## config.mk

```make
export PLATFORM = sky130hd
export DESIGN_NAME = gpio_edge_port
export DESIGN_NICKNAME = d
export VERILOG_FILES = /design/src/rtl/gpio_edge_pkg.sv /design/src/rtl/gpio_in_sync.sv /design/src/rtl/gpio_edge_detect.sv /design/src/rtl/gpio_irq_status.sv /design/src/rtl/gpio_regs.sv /design/src/rtl/gpio_edge_port.sv
export SDC_FILE = /design/constraint.sdc
export NUM_CORES = 1
export LEC_CHECK = 0
export BUFFER_PORTS_ARGS = -buffer_cell sky130_fd_sc_hd__buf_2
export CAP_MARGIN = 40
export CORE_AREA = 2 2 60 62
export DETAILED_ROUTE_END_ITERATION = 10
export DIE_AREA = 0 0 62 64
export SLEW_MARGIN = 10
export SYNTH_ARGS = -nofsm -noshare
export SYNTH_HDL_FRONTEND = slang
export SYNTH_SLANG_ARGS = --single-unit
```

## constraint.sdc

```tcl
create_clock -name clk -period 2.3 [get_ports clk]
set_input_delay 0.115 -clock clk [delete_from_list [all_inputs] [get_ports clk]]
set_output_delay 0.115 -clock clk [all_outputs]
set_load 0.01 [all_outputs]
```

## src/rtl/gpio_edge_pkg.sv

```systemverilog
package gpio_edge_pkg;
  localparam int ADDR_W = 3;
  localparam logic [ADDR_W-1:0] OFS_DIR  = 3'd0;
  localparam logic [ADDR_W-1:0] OFS_DATA = 3'd1;
  localparam logic [ADDR_W-1:0] OFS_CFG  = 3'd3;
  localparam logic [ADDR_W-1:0] OFS_STAT = 3'd4;
  // position of each enable inside a per-input trigger field
  localparam int TRIG_FALL = 0;
  localparam int TRIG_RISE = 1;
  localparam int TRIG_W    = 2;
endpackage

```

## src/rtl/gpio_in_sync.sv

```systemverilog
module gpio_in_sync #(
  parameter int W      = 4,
  parameter int STAGES = 2
) (
  input  logic         clk,
  input  logic         rst_n,
  input  logic [W-1:0] d,
  output logic [W-1:0] q
);
  logic [W-1:0] chain [STAGES];

  always_ff @(posedge clk or negedge rst_n) begin
    if (!rst_n) begin
      for (int s = 0; s < STAGES; s++) chain[s] <= '0;
    end else begin
      chain[0] <= d;
      for (int s = 1; s < STAGES; s++) chain[s] <= chain[s-1];
    end
  end

  assign q = chain[STAGES-1];
endmodule

```

## src/rtl/gpio_edge_detect.sv

```systemverilog
module gpio_edge_detect
  import gpio_edge_pkg::*;
#(
  parameter int N_IN = 4,
  localparam int CFG_W = N_IN * TRIG_W
) (
  input  logic             clk,
  input  logic             rst_n,
  input  logic [N_IN-1:0]  level,
  input  logic [CFG_W-1:0] cfg,
  output logic [N_IN-1:0]  hit
);
  logic [N_IN-1:0] prev_q;

  always_ff @(posedge clk or negedge rst_n) begin
    if (!rst_n) prev_q <= '0;
    else        prev_q <= level;
  end

  for (genvar k = 0; k < N_IN; k++) begin : g_edge
    logic rise, fall;
    assign rise   = level[k] & ~prev_q[k];
    assign fall   = ~level[k] & prev_q[k];
    assign hit[k] = (rise & cfg[TRIG_W*k + TRIG_RISE]) |
                    (fall & cfg[TRIG_W*k + TRIG_FALL]);
  end
endmodule

```

## src/rtl/gpio_irq_status.sv

```systemverilog
module gpio_irq_status #(
  parameter int N_IN = 4
) (
  input  logic            clk,
  input  logic            rst_n,
  input  logic [N_IN-1:0] hit,
  input  logic [N_IN-1:0] clr,
  output logic [N_IN-1:0] stat,
  output logic            irq
);
  logic [N_IN-1:0] stat_q;
  logic            irq_q;

  always_ff @(posedge clk or negedge rst_n) begin
    if (!rst_n) begin
      stat_q <= '0;
      irq_q  <= 1'b0;
    end else begin
      stat_q <= (stat_q & ~clr) | hit;
      irq_q  <= |stat_q;
    end
  end

  assign stat = stat_q;
  assign irq  = irq_q;

  // interrupt line tracks status one cycle later
  a_r9_irq_follows: assert property (@(posedge clk) disable iff (!rst_n)
    irq_q == $past(|stat_q));

  for (genvar k = 0; k < N_IN; k++) begin : g_chk
    // an edge arriving together with a clear keeps the flag
    a_r8_set_wins: assert property (@(posedge clk) disable iff (!rst_n)
      hit[k] |=> stat_q[k]);
    // a held flag without a clear stays held
    a_r7_sticky: assert property (@(posedge clk) disable iff (!rst_n)
      (stat_q[k] && !clr[k]) |=> stat_q[k]);
    // no flag rises without an enabled edge
    a_r12_no_spurious: assert property (@(posedge clk) disable iff (!rst_n)
      (!stat_q[k] && !hit[k]) |=> !stat_q[k]);
  end
endmodule

```

## src/rtl/gpio_regs.sv

```systemverilog
module gpio_regs
  import gpio_edge_pkg::*;
#(
  parameter int N_OUT = 4,
  parameter int N_IN  = 4,
  localparam int DATA_W = N_OUT + N_IN,
  localparam int CFG_W  = N_IN * TRIG_W
) (
  input  logic              clk,
  input  logic              rst_n,
  input  logic              bus_en,
  input  logic              bus_we,
  input  logic [ADDR_W-1:0] bus_addr,
  input  logic [DATA_W-1:0] bus_wdata,
  output logic [DATA_W-1:0] bus_rdata,
  input  logic [N_IN-1:0]   in_level,
  input  logic [N_IN-1:0]   stat,
  output logic [N_OUT-1:0]  out_q,
  output logic [CFG_W-1:0]  cfg_q,
  output logic [N_IN-1:0]   clr,
  output logic [DATA_W-1:0] dir_mask
);
  localparam logic [DATA_W-1:0] DIR_MASK = DATA_W'({N_OUT{1'b1}});

  logic wr, rd;
  assign wr = bus_en & bus_we;
  assign rd = bus_en & ~bus_we;
  assign dir_mask = DIR_MASK;

  always_ff @(posedge clk or negedge rst_n) begin
    if (!rst_n) begin
      out_q <= '0;
      cfg_q <= '0;
    end else if (wr) begin
      if (bus_addr == OFS_DATA) out_q <= bus_wdata[N_OUT-1:0];
      if (bus_addr == OFS_CFG)  cfg_q <= bus_wdata[CFG_W-1:0];
    end
  end

  assign clr = (wr && bus_addr == OFS_STAT) ? bus_wdata[N_IN-1:0] : '0;

  always_comb begin
    bus_rdata = '0;
    if (rd) begin
      case (bus_addr)
        OFS_DIR:  bus_rdata = DIR_MASK;
        OFS_DATA: bus_rdata = {in_level, out_q};
        OFS_CFG:  bus_rdata = DATA_W'(cfg_q);
        OFS_STAT: bus_rdata = DATA_W'(stat);
        default:  bus_rdata = '0;
      endcase
    end
  end

  // a data write lands on the outputs one edge later
  a_r2_out_load: assert property (@(posedge clk) disable iff (!rst_n)
    (wr && bus_addr == OFS_DATA) |=> out_q == $past(bus_wdata[N_OUT-1:0]));
  // writes elsewhere leave outputs and configuration untouched
  a_r10_no_alias: assert property (@(posedge clk) disable iff (!rst_n)
    (wr && bus_addr != OFS_DATA && bus_addr != OFS_CFG) |=> ($stable(out_q) && $stable(cfg_q)));
endmodule

```

## src/rtl/gpio_edge_port.sv

```systemverilog
module gpio_edge_port
  import gpio_edge_pkg::*;
#(
  parameter int N_OUT       = 4,
  parameter int N_IN        = 4,
  parameter int SYNC_STAGES = 2,
  localparam int DATA_W = N_OUT + N_IN,
  localparam int CFG_W  = N_IN * TRIG_W
) (
  input  logic              clk,
  input  logic              rst_n,
  input  logic              bus_en,
  input  logic              bus_we,
  input  logic [ADDR_W-1:0] bus_addr,
  input  logic [DATA_W-1:0] bus_wdata,
  output logic [DATA_W-1:0] bus_rdata,
  input  logic [N_IN-1:0]   pin_in,
  output logic [N_OUT-1:0]  pin_out,
  output logic [DATA_W-1:0] pin_dir,
  output logic              irq
);
  logic [N_IN-1:0]  level, hit, clr, stat;
  logic [CFG_W-1:0] cfg;

  initial begin
    a_cfg_fits: assert (CFG_W <= DATA_W);
  end

  gpio_in_sync #(.W(N_IN), .STAGES(SYNC_STAGES)) u_sync (
    .clk(clk), .rst_n(rst_n), .d(pin_in), .q(level));

  gpio_edge_detect #(.N_IN(N_IN)) u_edge (
    .clk(clk), .rst_n(rst_n), .level(level), .cfg(cfg), .hit(hit));

  gpio_irq_status #(.N_IN(N_IN)) u_stat (
    .clk(clk), .rst_n(rst_n), .hit(hit), .clr(clr), .stat(stat), .irq(irq));

  gpio_regs #(.N_OUT(N_OUT), .N_IN(N_IN)) u_regs (
    .clk(clk), .rst_n(rst_n), .bus_en(bus_en), .bus_we(bus_we),
    .bus_addr(bus_addr), .bus_wdata(bus_wdata), .bus_rdata(bus_rdata),
    .in_level(level), .stat(stat), .out_q(pin_out), .cfg_q(cfg),
    .clr(clr), .dir_mask(pin_dir));
endmodule

```

==> impl_metrics.toml <==
[synthesis]
syn_area_mm2 = 0.00127
synth_area_leaders = "dfrtp_1 57%, mux2_2 11%, buf_4 4.7%"
synth_top_cell_area_share = 0.571
ys_warn_count = 0
synth_cell_types = 23
syn_avg_cell_area_um2 = 11.7
synth_area_leader_cell = "dfrtp_1"
synth_seq_area_share = 0.571
postSynthCellCount = 109
synth_seq_cells = 29

[setup_path]
endpoint_kind = "output port"
cp.required_ns = 2.18
cp_cell_sequence = "buf_2 -> nor2_1 -> o21ai_0 -> a31oi_1 -> buf_2"
cpPeakStageDelay_ns = 0.32
worstSetupPathType = "in2out"
path_max_fanout = 9
crit_arrival_ns = 1.20
path_common_cell = "buf_2"
cp_slowest_cell = "nor2_1"
critPathLaunchType = "input port"

[route]
post_drt_wl_per_cell_um = 13.3
drt_iter0_drc = 47
firstDrtPassIters = 4
wl_met3_um = 143
num_vias = 953
drt_drc_violations_left = 0
wl_met2_um = 1330
via_per_inst = 4.86
antenna_left = 0
top_layer = "met4"
routed_wl_um = 2600
wl_met1_um = 1060

[sta]
clock.fmax_mhz = 762
setup_viol = 0
post-route-min-period_ns = 1.31
finalHoldViolCount = 0
worstMarginPinSlew_ns = 0.617
grt_setup_unrepaired = "no"
slew_violations = 0
hold_ws_ns = 0.0255
skew_ns = 0.00613
totalNegativeSetupSlack_ns = 0
post-route-period-util = 0.571
relSlewSlack = 0.589

[grt]
first_global_vias = 959
grt_max_degree = 30
grt_usage = 0.152
gr-total-overflow = 0
grt_pass1_wl_um = 4390
antenna_found_initial = 0

[die]
fp.dieArea_mm2 = 0.00397
die_h_um = 64
die_w_um = 62
start_util = 0.387
rows = 21
coreArea_mm2 = 0.00328
io_pins = 40

[cells_and_area]
multiInputGateArea_um2 = 487
final_common_cell = "buf_2"
antenna_cells = 0
finish.instance_area_mm2 = 0.00155
area_delta_synth_final_pct = 21.7
final_cell_mix = "31 x buf_2, 29 x dfrtp_1, 14 x nand2_1"
postLayoutCoreUtil = 0.470
final_cells = 196
nNetsFinal = 168
seq_area_um2 = 726
fillers = 328
drive_above_1_share = 0.347

[placed_design]
dp.cells = 183
dpl-instance-area_mm2 = 0.00144
place_hpwl_um = 1990
gp_congestion = 0.836
io_buffers = 31

[flow_run]
maxCapViolCount = 0

[power_and_ir_drop]
power_leakage_nw = 0.728
power.density_mw_per_mm2 = 699
peakVddDrop_uv = 440

[clocking]
cts.sinks = 29
cts_root_buf = "clkbuf_4"
cts_buffer_depth = 2
cts_buffers = 5
cts_tree = "done"
h-tree-depth = 2
cts_setup_buffers = 0
insertion_delay_ns = 0.31
cts_resized = 0
clkSlewWorstSetupHoldPaths_ns = 0.10

[hold_path]
hold_class = "in2reg"

[run_status]
status = "finished clean"
worst max-delay path: cells and delay by family:
kind                   cells  cell delay, ns
AO/OA/AOI/OAI              2            0.44
buffers and inverters      2            0.33
AND/OR/NAND/NOR            1            0.32
flip-flops by register name, indices dropped and copies added, names as in the netlist:
register       cells
u_stat.stat        4
u_sync.q           4
u_regs.cfg_q       8
u_sync.chain       4
u_edge.prev_q      4
u_stat.irq         1
u_regs.out_q       4
stage by stage:
stage	power [mW]	setup slack, ns
floorplan	0.726	1.13
global placement	0.787	0.895
detailed placement	0.796	0.906
CTS	1.09	1.00
global route	1.15	0.826
finish	1.08	0.988
final cells by class:
cell class,instances,area share
inverter,4,0.00972
tap,46,0.0372
clock buffer,5,0.0243
clock inverter,3,0.0113
sequential,29,0.470
multi-input combinational,73,0.315
timing repair buffer,36,0.133
cells in the mapped netlist (all sizes together):
| cell | number |
|---|---|
| a211o | 1 |
| a21o | 3 |
| a31oi | 4 |
| and3b | 1 |
| buf | 9 |
| conb | 2 |
| dfrtp | 29 |
| inv | 4 |
| mux2 | 12 |
| mux2i | 4 |
| nand2 | 14 |
| nand3 | 1 |
| nand3b | 3 |
| nand4 | 1 |
| nor2 | 6 |
| nor2b | 3 |
| nor3 | 1 |
| nor3b | 1 |
| o21ai | 5 |
| o221ai | 3 |
| o22ai | 1 |
| or4 | 1 |
routing by layer:
layer,GRT usage,vias up
met5,0,-
met4,0.0745,0
met3,0.0425,7
met2,0.238,31
met1,0.186,472
li1,-,443
report_power, final:
part	internal [mW]	switching, mW	leakage, nW
Sequential	0.571	0.0480	0.331
Combinational	0.0885	0.0818	0.366
Clock	0.115	0.176	0.0310
logic make-up after synthesis:
family	Yosys count	synth area share
AND/OR/NAND/NOR	32	0.132
flip-flops	29	0.571
AO/OA/AOI/OAI	17	0.0897
multiplexers	16	0.138
buffers and inverters	13	0.0630
other	2	0.00591
path summary, 6_finish.rpt:
path	start	to	slack, ns	depth (start not counted)
worst min-delay path	bus_wdata[5]	u_regs.cfg_q[5]	0.03	2
min in group asynchronous	rst_n	u_sync.q[3]	0.34	2
worst max-delay path	bus_addr[1]	bus_rdata[3]	0.99	5
worst max register to register	u_stat.stat[2]	u_stat.irq	1.25	1
max in group asynchronous	rst_n	u_regs.out_q[1]	1.55	2
worst min register to register	u_sync.chain[5]	u_sync.q[1]	0.35	0
repair_timing:
item                       4_1_cts  5_1_grt
setup endpoints to repair        0        0
hold endpoints to repair        33        0
hold buffers                     5        0
Note: power is estimated with default switching activity, not from simulation.
